## src/rtl/aud_irq_pkg.sv

```systemverilog
package aud_irq_pkg;
  localparam int DIR_N        = 4;
  localparam int PORT_N       = 2;
  localparam int DIR_PER_PORT = DIR_N / PORT_N;

  // register word indices
  localparam int IDX_STATUS = 0;
  localparam int IDX_REQ_EN = 1;
  localparam int IDX_ERR_EN = 2;
  localparam int IDX_RESET  = 3;
  localparam int IDX_CLOCK  = 4;

  // reset control bit positions (active low)
  localparam int POS_GLOBAL    = 0;
  localparam int POS_IRQ_REARM = 4;
  localparam int POS_PORT_BASE = 8;
  localparam int POS_STRIDE    = 4;

  function automatic int port_rst_pos(input int p);
    return POS_PORT_BASE + POS_STRIDE * p;
  endfunction

  function automatic int port_clk_pos(input int p);
    return POS_STRIDE * p;
  endfunction
endpackage

```

## src/rtl/aud_rst_regs.sv

```systemverilog
module aud_rst_regs
  import aud_irq_pkg::*;
#(
  parameter int DATA_W = 16
) (
  input  logic              clk,
  input  logic              rst_n,
  input  logic              wr_rst,
  input  logic              wr_clk,
  input  logic [DATA_W-1:0] wdata,
  output logic [DATA_W-1:0] rst_bits,
  output logic [DATA_W-1:0] clk_bits,
  output logic              glob_ok,
  output logic              irq_armed,
  output logic [PORT_N-1:0] port_run,
  output logic [PORT_N-1:0] port_rst_n,
  output logic [PORT_N-1:0] port_clk_en
);
  function automatic logic [DATA_W-1:0] rst_mask_f();
    logic [DATA_W-1:0] m;
    m = '0;
    m[POS_GLOBAL]    = 1'b1;
    m[POS_IRQ_REARM] = 1'b1;
    for (int p = 0; p < PORT_N; p++) m[port_rst_pos(p)] = 1'b1;
    return m;
  endfunction

  function automatic logic [DATA_W-1:0] clk_mask_f();
    logic [DATA_W-1:0] m;
    m = '0;
    for (int p = 0; p < PORT_N; p++) m[port_clk_pos(p)] = 1'b1;
    return m;
  endfunction

  localparam logic [DATA_W-1:0] RST_MASK = rst_mask_f();
  localparam logic [DATA_W-1:0] CLK_MASK = clk_mask_f();

  logic [DATA_W-1:0] rst_q;
  logic [DATA_W-1:0] clk_q;

  always_ff @(posedge clk or negedge rst_n) begin
    if (!rst_n)      rst_q <= RST_MASK;
    else if (wr_rst) rst_q <= wdata & RST_MASK;
  end

  always_ff @(posedge clk or negedge rst_n) begin
    if (!rst_n)                clk_q <= '0;
    else if (!rst_q[POS_GLOBAL]) clk_q <= '0;
    else if (wr_clk)           clk_q <= wdata & CLK_MASK;
  end

  assign glob_ok   = rst_q[POS_GLOBAL];
  assign irq_armed = rst_q[POS_IRQ_REARM];
  assign rst_bits  = rst_q;
  assign clk_bits  = clk_q;

  for (genvar p = 0; p < PORT_N; p++) begin : g_port
    assign port_run[p]    = rst_q[port_rst_pos(p)];
    assign port_rst_n[p]  = rst_q[port_rst_pos(p)] & glob_ok;
    assign port_clk_en[p] = clk_q[port_clk_pos(p)] & glob_ok;
  end
endmodule

```

## src/rtl/aud_req_status.sv

```systemverilog
module aud_req_status
  import aud_irq_pkg::*;
(
  input  logic              clk,
  input  logic              rst_n,
  input  logic [DIR_N-1:0]  req,
  input  logic              glob_ok,
  input  logic [PORT_N-1:0] port_run,
  input  logic              clr_we,
  input  logic [DIR_N-1:0]  keep_bits,
  output logic [DIR_N-1:0]  stat,
  output logic [DIR_N-1:0]  set_ev
);
  logic [DIR_N-1:0] req_q;
  logic [DIR_N-1:0] stat_q;
  logic [DIR_N-1:0] stat_d;

  for (genvar d = 0; d < DIR_N; d++) begin : g_dir
    localparam int PORT = d / DIR_PER_PORT;
    logic held;
    assign set_ev[d] = req[d] & ~req_q[d] & glob_ok & port_run[PORT];
    assign held      = clr_we ? (stat_q[d] & keep_bits[d]) : stat_q[d];
    assign stat_d[d] = glob_ok & port_run[PORT] & (held | set_ev[d]);
  end

  always_ff @(posedge clk or negedge rst_n) begin
    if (!rst_n) begin
      req_q  <= '0;
      stat_q <= '0;
    end else begin
      req_q  <= req;
      stat_q <= stat_d;
    end
  end

  assign stat = stat_q;
endmodule

```

## src/rtl/aud_irq_gen.sv

```systemverilog
module aud_irq_gen
  import aud_irq_pkg::*;
(
  input  logic             clk,
  input  logic             rst_n,
  input  logic             glob_ok,
  input  logic             irq_armed,
  input  logic [DIR_N-1:0] set_ev,
  input  logic [DIR_N-1:0] stat,
  input  logic             wr_req_en,
  input  logic             wr_err_en,
  input  logic [DIR_N-1:0] wdata,
  output logic [DIR_N-1:0] req_en,
  output logic [DIR_N-1:0] err_en,
  output logic             cpu_irq
);
  logic [DIR_N-1:0] req_en_q;
  logic [DIR_N-1:0] err_en_q;
  logic             blocked_q;

  always_ff @(posedge clk or negedge rst_n) begin
    if (!rst_n) begin
      req_en_q  <= '0;
      err_en_q  <= '0;
      blocked_q <= 1'b0;
    end else if (!glob_ok) begin
      req_en_q  <= '0;
      err_en_q  <= '0;
      blocked_q <= 1'b0;
    end else begin
      if (wr_req_en) req_en_q <= wdata;
      if (wr_err_en) err_en_q <= wdata;
      if (!irq_armed)   blocked_q <= 1'b1;
      else if (|set_ev) blocked_q <= 1'b0;
    end
  end

  assign req_en  = req_en_q;
  assign err_en  = err_en_q;
  assign cpu_irq = ~blocked_q & (|(stat & req_en_q & err_en_q));
endmodule

```

## src/rtl/aud_irq_rst_ctrl.sv

```systemverilog
module aud_irq_rst_ctrl
  import aud_irq_pkg::*;
#(
  parameter int DATA_W = 16,
  parameter int ADDR_W = 3
) (
  input  logic              clk,
  input  logic              rst_n,
  input  logic              bus_wen,
  input  logic [ADDR_W-1:0] bus_addr,
  input  logic [DATA_W-1:0] bus_wdata,
  output logic [DATA_W-1:0] bus_rdata,
  input  logic [DIR_N-1:0]  fifo_req,
  output logic              cpu_irq,
  output logic [PORT_N-1:0] port_rst_n,
  output logic [PORT_N-1:0] port_clk_en
);
  localparam int PAD_W = DATA_W - DIR_N;

  logic              sel_status, sel_req_en, sel_err_en, sel_reset, sel_clock;
  logic [DATA_W-1:0] rst_bits, clk_bits;
  logic              glob_ok, irq_armed;
  logic [PORT_N-1:0] port_run;
  logic [DIR_N-1:0]  stat, set_ev, req_en, err_en;

  assign sel_status = (bus_addr == ADDR_W'(IDX_STATUS));
  assign sel_req_en = (bus_addr == ADDR_W'(IDX_REQ_EN));
  assign sel_err_en = (bus_addr == ADDR_W'(IDX_ERR_EN));
  assign sel_reset  = (bus_addr == ADDR_W'(IDX_RESET));
  assign sel_clock  = (bus_addr == ADDR_W'(IDX_CLOCK));

  aud_rst_regs #(.DATA_W(DATA_W)) u_rst (
    .clk        (clk),
    .rst_n      (rst_n),
    .wr_rst     (bus_wen & sel_reset),
    .wr_clk     (bus_wen & sel_clock),
    .wdata      (bus_wdata),
    .rst_bits   (rst_bits),
    .clk_bits   (clk_bits),
    .glob_ok    (glob_ok),
    .irq_armed  (irq_armed),
    .port_run   (port_run),
    .port_rst_n (port_rst_n),
    .port_clk_en(port_clk_en)
  );

  aud_req_status u_stat (
    .clk      (clk),
    .rst_n    (rst_n),
    .req      (fifo_req),
    .glob_ok  (glob_ok),
    .port_run (port_run),
    .clr_we   (bus_wen & sel_status),
    .keep_bits(bus_wdata[DIR_N-1:0]),
    .stat     (stat),
    .set_ev   (set_ev)
  );

  aud_irq_gen u_irq (
    .clk      (clk),
    .rst_n    (rst_n),
    .glob_ok  (glob_ok),
    .irq_armed(irq_armed),
    .set_ev   (set_ev),
    .stat     (stat),
    .wr_req_en(bus_wen & sel_req_en),
    .wr_err_en(bus_wen & sel_err_en),
    .wdata    (bus_wdata[DIR_N-1:0]),
    .req_en   (req_en),
    .err_en   (err_en),
    .cpu_irq  (cpu_irq)
  );

  always_comb begin
    bus_rdata = '0;
    if (sel_status)      bus_rdata = {{PAD_W{1'b0}}, stat};
    else if (sel_req_en) bus_rdata = {{PAD_W{1'b0}}, req_en};
    else if (sel_err_en) bus_rdata = {{PAD_W{1'b0}}, err_en};
    else if (sel_reset)  bus_rdata = rst_bits;
    else if (sel_clock)  bus_rdata = clk_bits;
  end
endmodule

```

## config.mk

```make
export PLATFORM = sky130hd
export DESIGN_NAME = aud_irq_rst_ctrl
export DESIGN_NICKNAME = d
export VERILOG_FILES = /design/src/rtl/aud_irq_pkg.sv /design/src/rtl/aud_rst_regs.sv /design/src/rtl/aud_req_status.sv /design/src/rtl/aud_irq_gen.sv /design/src/rtl/aud_irq_rst_ctrl.sv
export SDC_FILE = /design/constraint.sdc
export NUM_CORES = 1
export LEC_CHECK = 0
export ABC_AREA = 1
export BUFFER_PORTS_ARGS = -buffer_cell sky130_fd_sc_hd__buf_2
export CORE_ASPECT_RATIO = 1.4
export CORE_MARGIN = 2
export CORE_UTILIZATION = 40
export CTS_CLUSTER_DIAMETER = 100
export DETAILED_ROUTE_END_ITERATION = 8
export PLACE_DENSITY_LB_ADDON = 0.08
export SYNTH_ARGS = -nofsm -noshare
export SYNTH_HDL_FRONTEND = slang
export SYNTH_SLANG_ARGS = --single-unit
```

## constraint.sdc

```tcl
create_clock -name clk -period 1.23 [get_ports clk]
set_input_delay 0.123 -clock clk [delete_from_list [all_inputs] [get_ports clk]]
set_output_delay 0.123 -clock clk [all_outputs]
set_load 0.02 [all_outputs]
```

==> results of run 1 <==
[worst max-delay path: stages, from the launching register on]
cell and delay (ns):
dfstp_2 0.57, buf_4 0.12, buf_6 0.08, nand2_2 0.05, inv_4 0.07, buf_6 0.11
[power by group through the flow]
stage | registers (uW) | logic, uW | clock network (uW)
after floorplan | 896 | 282 | 0
after global placement | 913 | 393 | 0
after detailed placement | 914 | 400 | 0
after CTS | 896 | 567 | 499
after global routing | 911 | 674 | 526
final | 901 | 617 | 486
[per-stage QoR]
step                      utilization, %  TNS, ns  instances
after global routing                58.5    -1.84        244
after CTS                           56.7    -1.37        242
final                               58.5    -1.07        244
after floorplan                        -        0        166
after detailed placement            48.4        0        224
after global placement              48.4        0        224
[timing repair]
action | 4_1_cts | 5_1_grt
gates resized for setup | 35 | 15
endpoints found under the setup margin | 9 | 24
setup buffers | 9 | 3
pin swaps | 7 | 10
endpoints found under the hold margin | 23 | 0
hold buffers | 5 | 0
gates cloned | 0 | 1
[registers in the layout (all words and copies together), names as in the netlist]
signal and count:
u_irq.err_en 4, u_irq.req_en 4, u_rst.rst_bits 4, u_stat.req_q 4, u_stat.stat 4, u_rst.clk_bits 2, u_irq.blocked_q 1
[cell type report]
cell class / count / area [um2]
inverters: 26 / 100
clock buffers: 4 / 45.0
flip-flops and latches: 23 / 581
fillers: 273 / 1210
multi-input cells: 106 / 533
repair buffers: 48 / 395
well taps: 37 / 46.3
[worst paths after layout]
check | start | endpoint | slack (ns) | depth (start not counted)
setup / recovery | u_rst.rst_bits[0]$_DFFE_PN1P_ | port_rst_n[1] | -0.16 | 5
max in group asynchronous | rst_n | u_rst.rst_bits[8]$_DFFE_PN1P_ | 0.51 | 2
min in group asynchronous | rst_n | u_stat.req_q[3]$_DFF_PN0_ | 0.36 | 2
hold / removal | bus_wdata[8] | u_rst.rst_bits[8]$_DFFE_PN1P_ | 0.08 | 3
hold reg to reg | u_rst.rst_bits[8]$_DFFE_PN1P_ | u_rst.rst_bits[8]$_DFFE_PN1P_ | 0.49 | 2
setup reg to reg | u_rst.rst_bits[0]$_DFFE_PN1P_ | u_irq.blocked_q$_DFFE_PN0P_ | -0.11 | 10
[cells in the mapped netlist, drive strengths merged]
cell,n,area [um2]
nand2,35,136
inv,26,97.6
dfrtp,19,475
o21ai,17,96.3
nand3,16,80.1
nor2,13,48.8
buf,11,86.3
nor3,5,36.3
dfstp,4,105
a21oi,3,15.0
nand4,3,18.8
o211ai,3,22.5
a31oi,1,6.26
conb,1,3.75
o22ai,1,6.26
[metal layers]
layer | global-route usage (%) | share of wire (%) | vias to the layer above
met5 | 0 | 0 | -
met4 | 12.9 | 5.0 | 0
met3 | 2.59 | 3.9 | 13
met2 | 33.2 | 51 | 39
met1 | 21.6 | 40 | 553
li1 | - | - | 587
[kinds of logic (layout without fill, tap and decap cells)]
family | after synthesis | count (layout) | synth area share, %
other | 1 | 9 | 0.304
flip-flops | 23 | 23 | 47.0
buffers and inverters | 37 | 78 | 14.9
AO/OA/AOI/OAI | 25 | 25 | 11.9
AND/OR/NAND/NOR | 72 | 72 | 25.9
[cells in the final DEF (no fill, tap or decap)]
cell type	synthesis	final
a21oi_1	3	3
a31oi_1	1	1
buf_12	0	1
buf_2	0	18
buf_4	10	13
buf_6	1	10
clkbuf_1	0	1
clkbuf_16	0	1
clkbuf_8	0	3
conb_1	1	9
dfrtp_1	19	19
dfstp_2	4	4
dlygate4sd3_1	0	5
inv_1	26	18
inv_2	0	7
inv_4	0	1
nand2_1	33	27
nand2_2	2	5
nand2_4	0	3
nand3_1	16	16
nand4_1	3	3
nor2_1	13	12
nor2_2	0	1
nor3_1	4	4
nor3_4	1	1
o211ai_1	3	3
o21ai_0	11	4
o21ai_1	5	12
o21ai_4	1	1
o22ai_1	1	1
==> out/qor.txt, run 1 <==
Outcome: complete, but fails checks
Failing checks: setup timing
1st-pass router iterations: 4
Clk_lat worst skew: 0.27 ns
Via density: 4.89
Power per cell area: 1180 mW/mm2
Cell area after synthesis: 0.00123 mm2
Netlist cell types: 20
Largest net degree at the start of global routing: 24
Core Area: 0.00291 mm2
DRC Markers: 0
Vias in the first global route: 1,198
Worst setup SP type: flip-flop
Num CTS Buffers: 3
Power Total: 2000 uW
Sinks on the clock net: 23
Final Hold Vio Count: 0
Starting density of the core: 42.5%
Port Buffers: 28
Peak VDD IR: 0.000851 V
Antenna cells: 0
WL per Instance: 12.5 um
Pleak: 0.000896 uW
Final clock skew: 0.00385 ns
Worst slew pin tran: 0.527 ns
Post-synthesis average cell area: 7.82 um2
Grt total ovfl: 0
GR Util All Layers: 19.4%
Slew Viols, Final: 0
Int Power: 1370 uW
Post-route cell area: 0.00170 mm2
Min Hold Slack: 0.0768 ns
Synth Instances: 158
Maxcap violations: 0
Register area share after synthesis: 47.0%
Net Sw Frac: 31.8%
Sequential power share: 45.0%
First-pass GRT wire length: 5130 um
Crit end category: primary output
Initial drt markers: 35
Required @ worst endpoint: 1.11 ns
Clk Tree Root Cell: clkbuf_8
Clk pwr share: 24.3%
Dpl hpwl: 2130 um
Register bit total from synthesis: 23
Antenna violations before repair: 0
Area Overhead vs Synth: 37.7%
Width of the chip: 51.0 um
Switch Pwr: 637 uW
Total wire length: 3050 um
YS warnings: 0
# H-tree levels: 1
Die Area: 0.00355 mm2
Period utilization: 113%
Final Setup Violations: 13
Normalized max-slew margin: 64.9%
Dpl cell area: 0.00141 mm2
Share of layout cells above drive strength 1: 33.3%
# rows: 23
CTS max path bufs: 2
Hold crit path type: primary input to flip-flop
CTS clk-pin slew, worst paths: 0.08 ns
Via Count: 1,192
CP Class: flip-flop to primary output
Routed Antenna Nets: 0
CP Data Arrival Time: 1.27 ns
Die Y-Extent: 69.7 um
Largest fanout on the critical path: 4
TritonCTS clock tree: yes
DP Worst Slack: 0.0240 ns
Io pins: 47
Setup WS post-layout: -0.163 ns
Logic pwr share: 30.8%
FMAX: 718 MHz
Nets: 234
Final Critical Period: 1.39 ns
Gp weighted congestion: 0.752
RSZ-0062 raised after global routing: true
Power figures use the tool's default switching activity.
==> run 2, diff against run 1 <==
--- a/config.mk
+++ b/config.mk
@@ -9,7 +9,7 @@
 export BUFFER_PORTS_ARGS = -buffer_cell sky130_fd_sc_hd__buf_2
 export CORE_ASPECT_RATIO = 1.4
 export CORE_MARGIN = 2
-export CORE_UTILIZATION = 40
+export CORE_UTILIZATION = 25
 export CTS_CLUSTER_DIAMETER = 100
 export DETAILED_ROUTE_END_ITERATION = 8
 export PLACE_DENSITY_LB_ADDON = 0.08
==> run 2 against run 1 <==
Against the previous run: the flow still finishes with violations (setup timing); register-to-register slack better by 0.06 ns; critical endpoint is now port_clk_en[0]; setup slack got worse by 0.0025 ns; die area up 55%; non-clock buffer count fell by 3; worst hold slack improved by 0.0091 ns; global-route usage decreased by 6.8 points; wire length up 8.0%; clock skew is essentially flat; first-iteration DRC count rose by 2.9%; via count fell by 3.9%; sequential share of layout area grew 0.72 points.
==> out/qor.txt, run 2 (synthesized netlist as in run 1, its figures left out) <==
CTS clk-pin slew, worst paths: 0.09 ns (was 0.08 ns)
Final Critical Period: 1.40 ns (was 1.39 ns)
FMAX: 717 MHz (was 718 MHz)
Io pins: 47 (unchanged)
Area Overhead vs Synth: 34.9% (was 37.7%)
Antenna cells: 0 (unchanged)
Clk_lat worst skew: 0.27 ns (about the same)
Required @ worst endpoint: 1.11 ns (about the same)
CP Class: flip-flop to primary output (unchanged)
First-pass GRT wire length: 5480 um (was 5130 um)
Normalized max-slew margin: 63.7% (was 64.9%)
Clk Tree Root Cell: clkbuf_8 (unchanged)
Total negative slack: -0.868 ns (was -1.07 ns)
Worst path slowest cell: dfstp_2 (unchanged)
Via density: 4.27 (was 4.89)
# fillers: 544 (was 273)
Routed Antenna Nets: 0 (unchanged)
Largest fanout on the critical path: 11 (was 4)
Int Power: 1300 uW (was 1370 uW)
Total wire length: 3290 um (was 3050 um)
Share of layout cells above drive strength 1: 30.4% (was 33.3%)
Crit path largest cell delay: 0.56 ns (was 0.57 ns)
Dpl hpwl: 2480 um (was 2130 um)
Sinks on the clock net: 23 (unchanged)
Worst setup SP type: flip-flop (unchanged)
Slew Viols, Final: 0 (unchanged)
Peak VDD IR: 0.000454 V (was 0.000851 V)
Clk pwr share: 25.6% (was 24.3%)
Starting density of the core: 25.7% (was 42.5%)
Multi-input gate area: 522 um2 (was 533 um2)
Antenna violations before repair: 0 (unchanged)
CTS max path bufs: 2 (unchanged)
Worst slew pin tran: 0.544 ns (was 0.527 ns)
Crit end category: primary output (unchanged)
TritonCTS clock tree: yes (unchanged)
Min Hold Slack: 0.0859 ns (was 0.0768 ns)
DRC Markers: 0 (unchanged)
Via Count: 1,145 (was 1,192)
Nets: 231 (was 234)
Pleak: 0.000849 uW (was 0.000896 uW)
Power per cell area: 1150 mW/mm2 (was 1180 mW/mm2)
WL per Instance: 12.3 um (was 12.5 um)
Width of the chip: 63.4 um (was 51.0 um)
Gp weighted congestion: 0.745 (was 0.752)
Die Area: 0.00553 mm2 (was 0.00355 mm2)
Commonest cells after routing, fill and taps aside: nand2_1 (33), inv_1 (21), buf_2 (20) (was nand2_1 (27), dfrtp_1 (19), inv_1 (18), buf_2 (18), nand3_1 (16))
Hold crit path type: primary input to flip-flop (unchanged)
GR Util All Layers: 12.6% (was 19.4%)
Maxcap violations: 0 (unchanged)
# rows: 30 (was 23)
Final Hold Vio Count: 0 (unchanged)
Logic pwr share: 27.5% (was 30.8%)
Outcome: complete, but fails checks (unchanged)
CP bufs+invs: 3 (was 4)
Setup WS post-layout: -0.165 ns (was -0.163 ns)
Sequential power share: 46.9% (was 45.0%)
1st-pass router iterations: 4 (unchanged)
Critical path's top delay family: flip-flops (unchanged)
Core Area: 0.00480 mm2 (was 0.00291 mm2)
Die Y-Extent: 87.2 um (was 69.7 um)
Post-route cell area: 0.00167 mm2 (was 0.00170 mm2)
Grt total ovfl: 0 (unchanged)
# H-tree levels: 1 (unchanged)
Net Sw Frac: 32.3% (was 31.8%)
Num CTS Buffers: 3 (unchanged)
RSZ-0062 raised after global routing: true (unchanged)
Initial drt markers: 36 (was 35)
Non-filler instance count after layout: 268 (was 244)
Largest net degree at the start of global routing: 24 (unchanged)
Port Buffers: 28 (unchanged)
Final Setup Violations: 11 (was 13)
CP Data Arrival Time: 1.27 ns (about the same)
Most common cell after layout, fill and taps aside: nand2_1 (unchanged)
Seq. cell area: 581 um2 (unchanged)
Failing checks: setup timing (unchanged)
Core Util, Final: 34.7% (was 58.5%)
Crit path cell chain: buf_6, nand2_1, inv_1, buf_2 (was buf_4, buf_6, nand2_2, inv_4, buf_6)
Vias in the first global route: 1,125 (was 1,198)
Period utilization: 113% (about the same)
Switch Pwr: 618 uW (was 637 uW)
Cells after DPL: 252 (was 224)
Dpl cell area: 0.00145 mm2 (was 0.00141 mm2)
Final clock skew: 0.00355 ns (was 0.00385 ns)
## run 2: timing repair
action | CTS | global route
cloned | 0 | 0
gates resized for setup | 19 | 12
endpoints found under the hold margin | 23 | 0
setup endpoints to repair | 9 | 17
pin swaps | 5 | 4
setup buffers | 4 | 3
hold buffers | 5 | 0
## run 2: final cells by class
type,count,share of cell area (%)
flip-flops and latches,23,34.9
multi-input cells,106,31.3
clock buffers,3,2.48
repair buffers,45,20.4
well taps,64,4.81
inverters,26,5.86
clock inverters,1,0.301
## run 2: final timing paths
check | startpoint | end | slack [ns] | depth (start not counted)
worst max-delay path | u_rst.rst_bits[0]$_DFFE_PN1P_ | port_clk_en[0] | -0.17 | 4
worst min-delay path | bus_wdata[8] | u_rst.rst_bits[8]$_DFFE_PN1P_ | 0.09 | 3
worst max register to register | u_rst.rst_bits[0]$_DFFE_PN1P_ | u_irq.blocked_q$_DFFE_PN0P_ | -0.05 | 9
worst min register to register | u_rst.rst_bits[4]$_DFFE_PN1P_ | u_rst.rst_bits[4]$_DFFE_PN1P_ | 0.50 | 2
max in group asynchronous | rst_n | u_rst.rst_bits[4]$_DFFE_PN1P_ | 0.48 | 2
min in group asynchronous | rst_n | u_stat.req_q[2]$_DFF_PN0_ | 0.37 | 2
## run 2: power groups by stage
stage / combinational [uW] / sequential, uW / clock, uW
floorplan: 282 / 896 / 0
global placement: 419 / 913 / 0
detailed placement: 423 / 914 / 0
CTS: 506 / 898 / 516
global route: 586 / 911 / 547
finish: 526 / 898 / 490
## run 2: per-stage QoR
stage / worst slack (ns) / power [uW]
floorplan: 0.0481 / 1180
global placement: 0.0440 / 1330
detailed placement: 0.0449 / 1340
CTS: -0.197 / 1920
global route: -0.253 / 2040
finish: -0.165 / 1910
## run 2: tightest hold or removal path, stage by stage
cell	delay (ns)
buf_2	0.10
nor2_1	0.09
a21oi_1	0.05
## run 2: routing by layer
metal	part of all wire (%)	GRT usage (%)	vias up
li1	-	-	581
met1	43	16.2	533
met2	51	21.8	29
met3	4.6	2.07	2
met4	0.94	3.56	0
met5	0	0	-
==> run 3, diff against run 2 <==
--- a/config.mk
+++ b/config.mk
@@ -13,6 +13,8 @@
 export CTS_CLUSTER_DIAMETER = 100
 export DETAILED_ROUTE_END_ITERATION = 8
 export PLACE_DENSITY_LB_ADDON = 0.08
+export SLEW_MARGIN = 5
 export SYNTH_ARGS = -nofsm -noshare
 export SYNTH_HDL_FRONTEND = slang
+export SYNTH_HIERARCHICAL = 1
 export SYNTH_SLANG_ARGS = --single-unit
==> run 3 against run 2 <==
Against the previous run: the flow still finishes with violations (setup timing); worst hold slack worse by 0.036 ns; total power up 6.5%; setup slack better by 0.010 ns; critical path depth up 1; sequential power down 0.6%; final cell count up 53%; non-clock buffer count up 19; synthesized area up 51%.
==> out/qor.txt, run 3 <==
Outcome: complete, but fails checks (unchanged)
Failing checks: setup timing (unchanged)
FMAX: 722 MHz (was 717 MHz)
# fillers: 841 (was 544)
# H-tree levels: 1 (unchanged)
Synth Instances: 258 (was 158)
Peak VDD IR: 0.000617 V (was 0.000454 V)
DRC Markers: 0 (unchanged)
Mux cell area share after synthesis: 0% (unchanged)
CTS max path bufs: 2 (unchanged)
Synth Area in XOR/XNOR: 0% (unchanged)
Largest fanout on the critical path: 4 (was 11)
Top cells by count, synth: nand2_1 (50), inv_1 (47), nand3_1 (35) (was nand2_1 (33), inv_1 (26), dfrtp_1 (19))
Register bit total from synthesis: 23 (unchanged)
Maxcap violations: 0 (unchanged)
Num CTS Buffers: 3 (unchanged)
Gp weighted congestion: 0.734 (was 0.745)
Final Hold Vio Count: 0 (unchanged)
Main synth FF type: dfrtp_1 (unchanged)
Total negative slack: -0.824 ns (was -0.868 ns)
CTS clk-pin slew, worst paths: 0.08 ns (was 0.09 ns)
RSZ-0062 raised after global routing: true (unchanged)
Initial drt markers: 37 (was 36)
Top cells by area, synth: dfrtp_1 (25%), buf_4 (13%), nand2_1 (10%) (was dfrtp_1 (39%), nand2_1 (10%), dfstp_2 (8.5%))
Sinks on the clock net: 23 (unchanged)
YS warnings: 6 (was 0)
Area Overhead vs Synth: 25.9% (was 34.9%)
Starting density of the core: 25.5% (was 25.7%)
Port Buffers: 28 (unchanged)
Post-synthesis average cell area: 7.24 um2 (was 7.82 um2)
Count leader, synth: nand2_1 (unchanged)
Setup WS post-layout: -0.155 ns (was -0.165 ns)
Post-synthesis compound-gate area fraction: 6.57% (was 11.9%)
Pleak: 0.00123 uW (was 0.000849 uW)
Die Y-Extent: 106 um (was 87.2 um)
Net Sw Frac: 33.3% (was 32.3%)
Width of the chip: 77.0 um (was 63.4 um)
Int Power: 1360 uW (was 1300 uW)
Logic pwr share: 32.5% (was 27.5%)
Seq. cell area: 581 um2 (unchanged)
TritonCTS clock tree: yes (unchanged)
Cell taking the most area after synthesis: dfrtp_1 (unchanged)
Routed Antenna Nets: 0 (unchanged)
CP Data Arrival Time: 1.26 ns (was 1.27 ns)
Core Util, Final: 32.1% (was 34.7%)
Commonest cells after routing, fill and taps aside: nand2_1 (44), inv_1 (42), buf_4 (31) (was nand2_1 (33), inv_1 (21), buf_2 (20))
Power per cell area: 867 mW/mm2 (was 1150 mW/mm2)
Nets: 339 (was 231)
Clk pwr share: 23.7% (was 25.6%)
Largest net degree at the start of global routing: 24 (unchanged)
1st-pass router iterations: 4 (unchanged)
Most common cell after layout, fill and taps aside: nand2_1 (unchanged)
Cell area after synthesis: 0.00187 mm2 (was 0.00123 mm2)
Via Count: 1,555 (was 1,145)
WL per Instance: 10.8 um (was 12.3 um)
Worst setup SP type: flip-flop (unchanged)
Crit end category: primary output (unchanged)
Final Setup Violations: 10 (was 11)
Met3 Track Usage GR: 0.934% (was 2.07%)
Clk_lat worst skew: 0.27 ns (about the same)
GR Util All Layers: 11.2% (was 12.6%)
Period utilization: 113% (about the same)
Hold crit path type: primary input to flip-flop (unchanged)
Slew Viols, Final: 0 (unchanged)
Die Area: 0.00818 mm2 (was 0.00553 mm2)
Vias in the first global route: 1,548 (was 1,125)
Via density: 3.80 (was 4.27)
Worst slew pin tran: 0.638 ns (was 0.544 ns)
Required @ worst endpoint: 1.11 ns (about the same)
Simple-gate portion of the synthesized area: 34.7% (was 25.9%)
Final clock skew: 0.00379 ns (was 0.00355 ns)
First-pass GRT wire length: 7420 um (was 5480 um)
Post-synth top area share: 25.5% (was 38.5%)
Io pins: 47 (unchanged)
CP Class: flip-flop to primary output (unchanged)
Area share of fa/ha/maj cells after synthesis: 0% (unchanged)
Share of layout cells above drive strength 1: 35.6% (was 30.4%)
Multi-input gate area: 918 um2 (was 522 um2)
Total wire length: 4430 um (was 3290 um)
Met1 usage: 14.0% (was 16.2%)
Grt total ovfl: 0 (unchanged)
Main combinational cell family by area after synthesis: simple AND/OR/NAND/NOR gates (unchanged)
Switch Pwr: 679 uW (was 618 uW)
Dpl hpwl: 3400 um (was 2480 um)
GRT Max-Usage Layer: met2 (unchanged)
R2r setup slk: 0 ns (was -0.05 ns)
# rows: 37 (was 30)
Antenna violations before repair: 0 (unchanged)
Async set or reset register ratio after synthesis: 100% (unchanged)
Final Critical Period: 1.38 ns (was 1.40 ns)
Post-synth EDFFs: 0 (unchanged)
Core Area: 0.00731 mm2 (was 0.00480 mm2)
Clk Tree Root Cell: clkbuf_8 (unchanged)
Sequential power share: 43.8% (was 46.9%)
Antenna cells: 0 (unchanged)
Routing usage on met2: 20.4% (was 21.8%)
Register area share after synthesis: 31.1% (was 47.0%)
Netlist cell types: 21 (was 20)
Normalized max-slew margin: 57.0% (was 63.7%)
run 3: final timing paths:
check	cells after the start	startpoint	endpoint
min in group asynchronous	2	rst_n	u_irq/err_en[2]$_DFFE_PN0P_
max	5	u_rst/rst_bits[0]$_DFFE_PN1P_	bus_rdata[0]
max reg2reg	8	u_rst/rst_bits[0]$_DFFE_PN1P_	u_irq/blocked_q$_DFFE_PN0P_
min	3	bus_wdata[8]	u_rst/rst_bits[8]$_DFFE_PN1P_
min reg2reg	2	u_rst/rst_bits[8]$_DFFE_PN1P_	u_rst/rst_bits[8]$_DFFE_PN1P_
max in group asynchronous	2	rst_n	u_rst/rst_bits[12]$_DFFE_PN1P_
run 3: final cells by class:
class | count | share of cell area (%)
multi-input combinational | 172 | 39.1
timing repair buffer | 64 | 21.3
clock buffer | 4 | 1.92
inverter | 49 | 7.83
tap | 97 | 5.17
sequential | 23 | 24.7
run 3: power groups by stage:
stage / sequential (uW) / combinational [uW] / clock (uW)
finish: 893 / 662 / 484
global route: 904 / 742 / 534
CTS: 890 / 660 / 518
detailed placement: 915 / 532 / 0
global placement: 913 / 529 / 0
floorplan: 891 / 472 / 0
run 3: critical path, stage by stage (launching register included):
cell and delay (ns):
dfstp_2 0.57, nand4_1 0.09, nand2_1 0.08, nor2_1 0.04, nand3_1 0.09, buf_6 0.13
run 3: cells by family (layout without fill, tap and decap cells):
group                  Yosys count  after routing
other                            1             26
buffers and inverters           88            117
DFF                             23             23
and+or+nand+nor                129            129
AOI/OAI and AO/OA               17             17
run 3: layer usage:
layer / wire, um / vias up
met5: 0 / -
met3: 108 / 2
met1: 2050 / 671
li1: - / 856
met2: 2240 / 26
met4: 34 / 0
run 3: repair_timing:
| item | 4_1_cts | 5_1_grt |
|---|---|---|
| resized for setup | 29 | 12 |
| pin swaps | 11 | 10 |
| setup endpoints to repair | 13 | 14 |
| hold buffers | 5 | 0 |
| endpoints found under the hold margin | 23 | 0 |
| setup buffers | 9 | 2 |
run 3: per-stage QoR:
stage | instance area [um2] | setup slack (ns) | hold WS, ns | power [uW] | instances
after floorplan | 1960 | 0.0338 | -0.173 | 1360 | 283
after global placement | 2060 | -0.0135 | 0.156 | 1440 | 390
after detailed placement | 2060 | 0.00760 | 0.160 | 1450 | 390
after CTS | 2310 | -0.203 | 0.0389 | 2070 | 408
after global routing | 2350 | -0.249 | 0.0658 | 2180 | 409
final | 2350 | -0.155 | 0.0498 | 2040 | 409
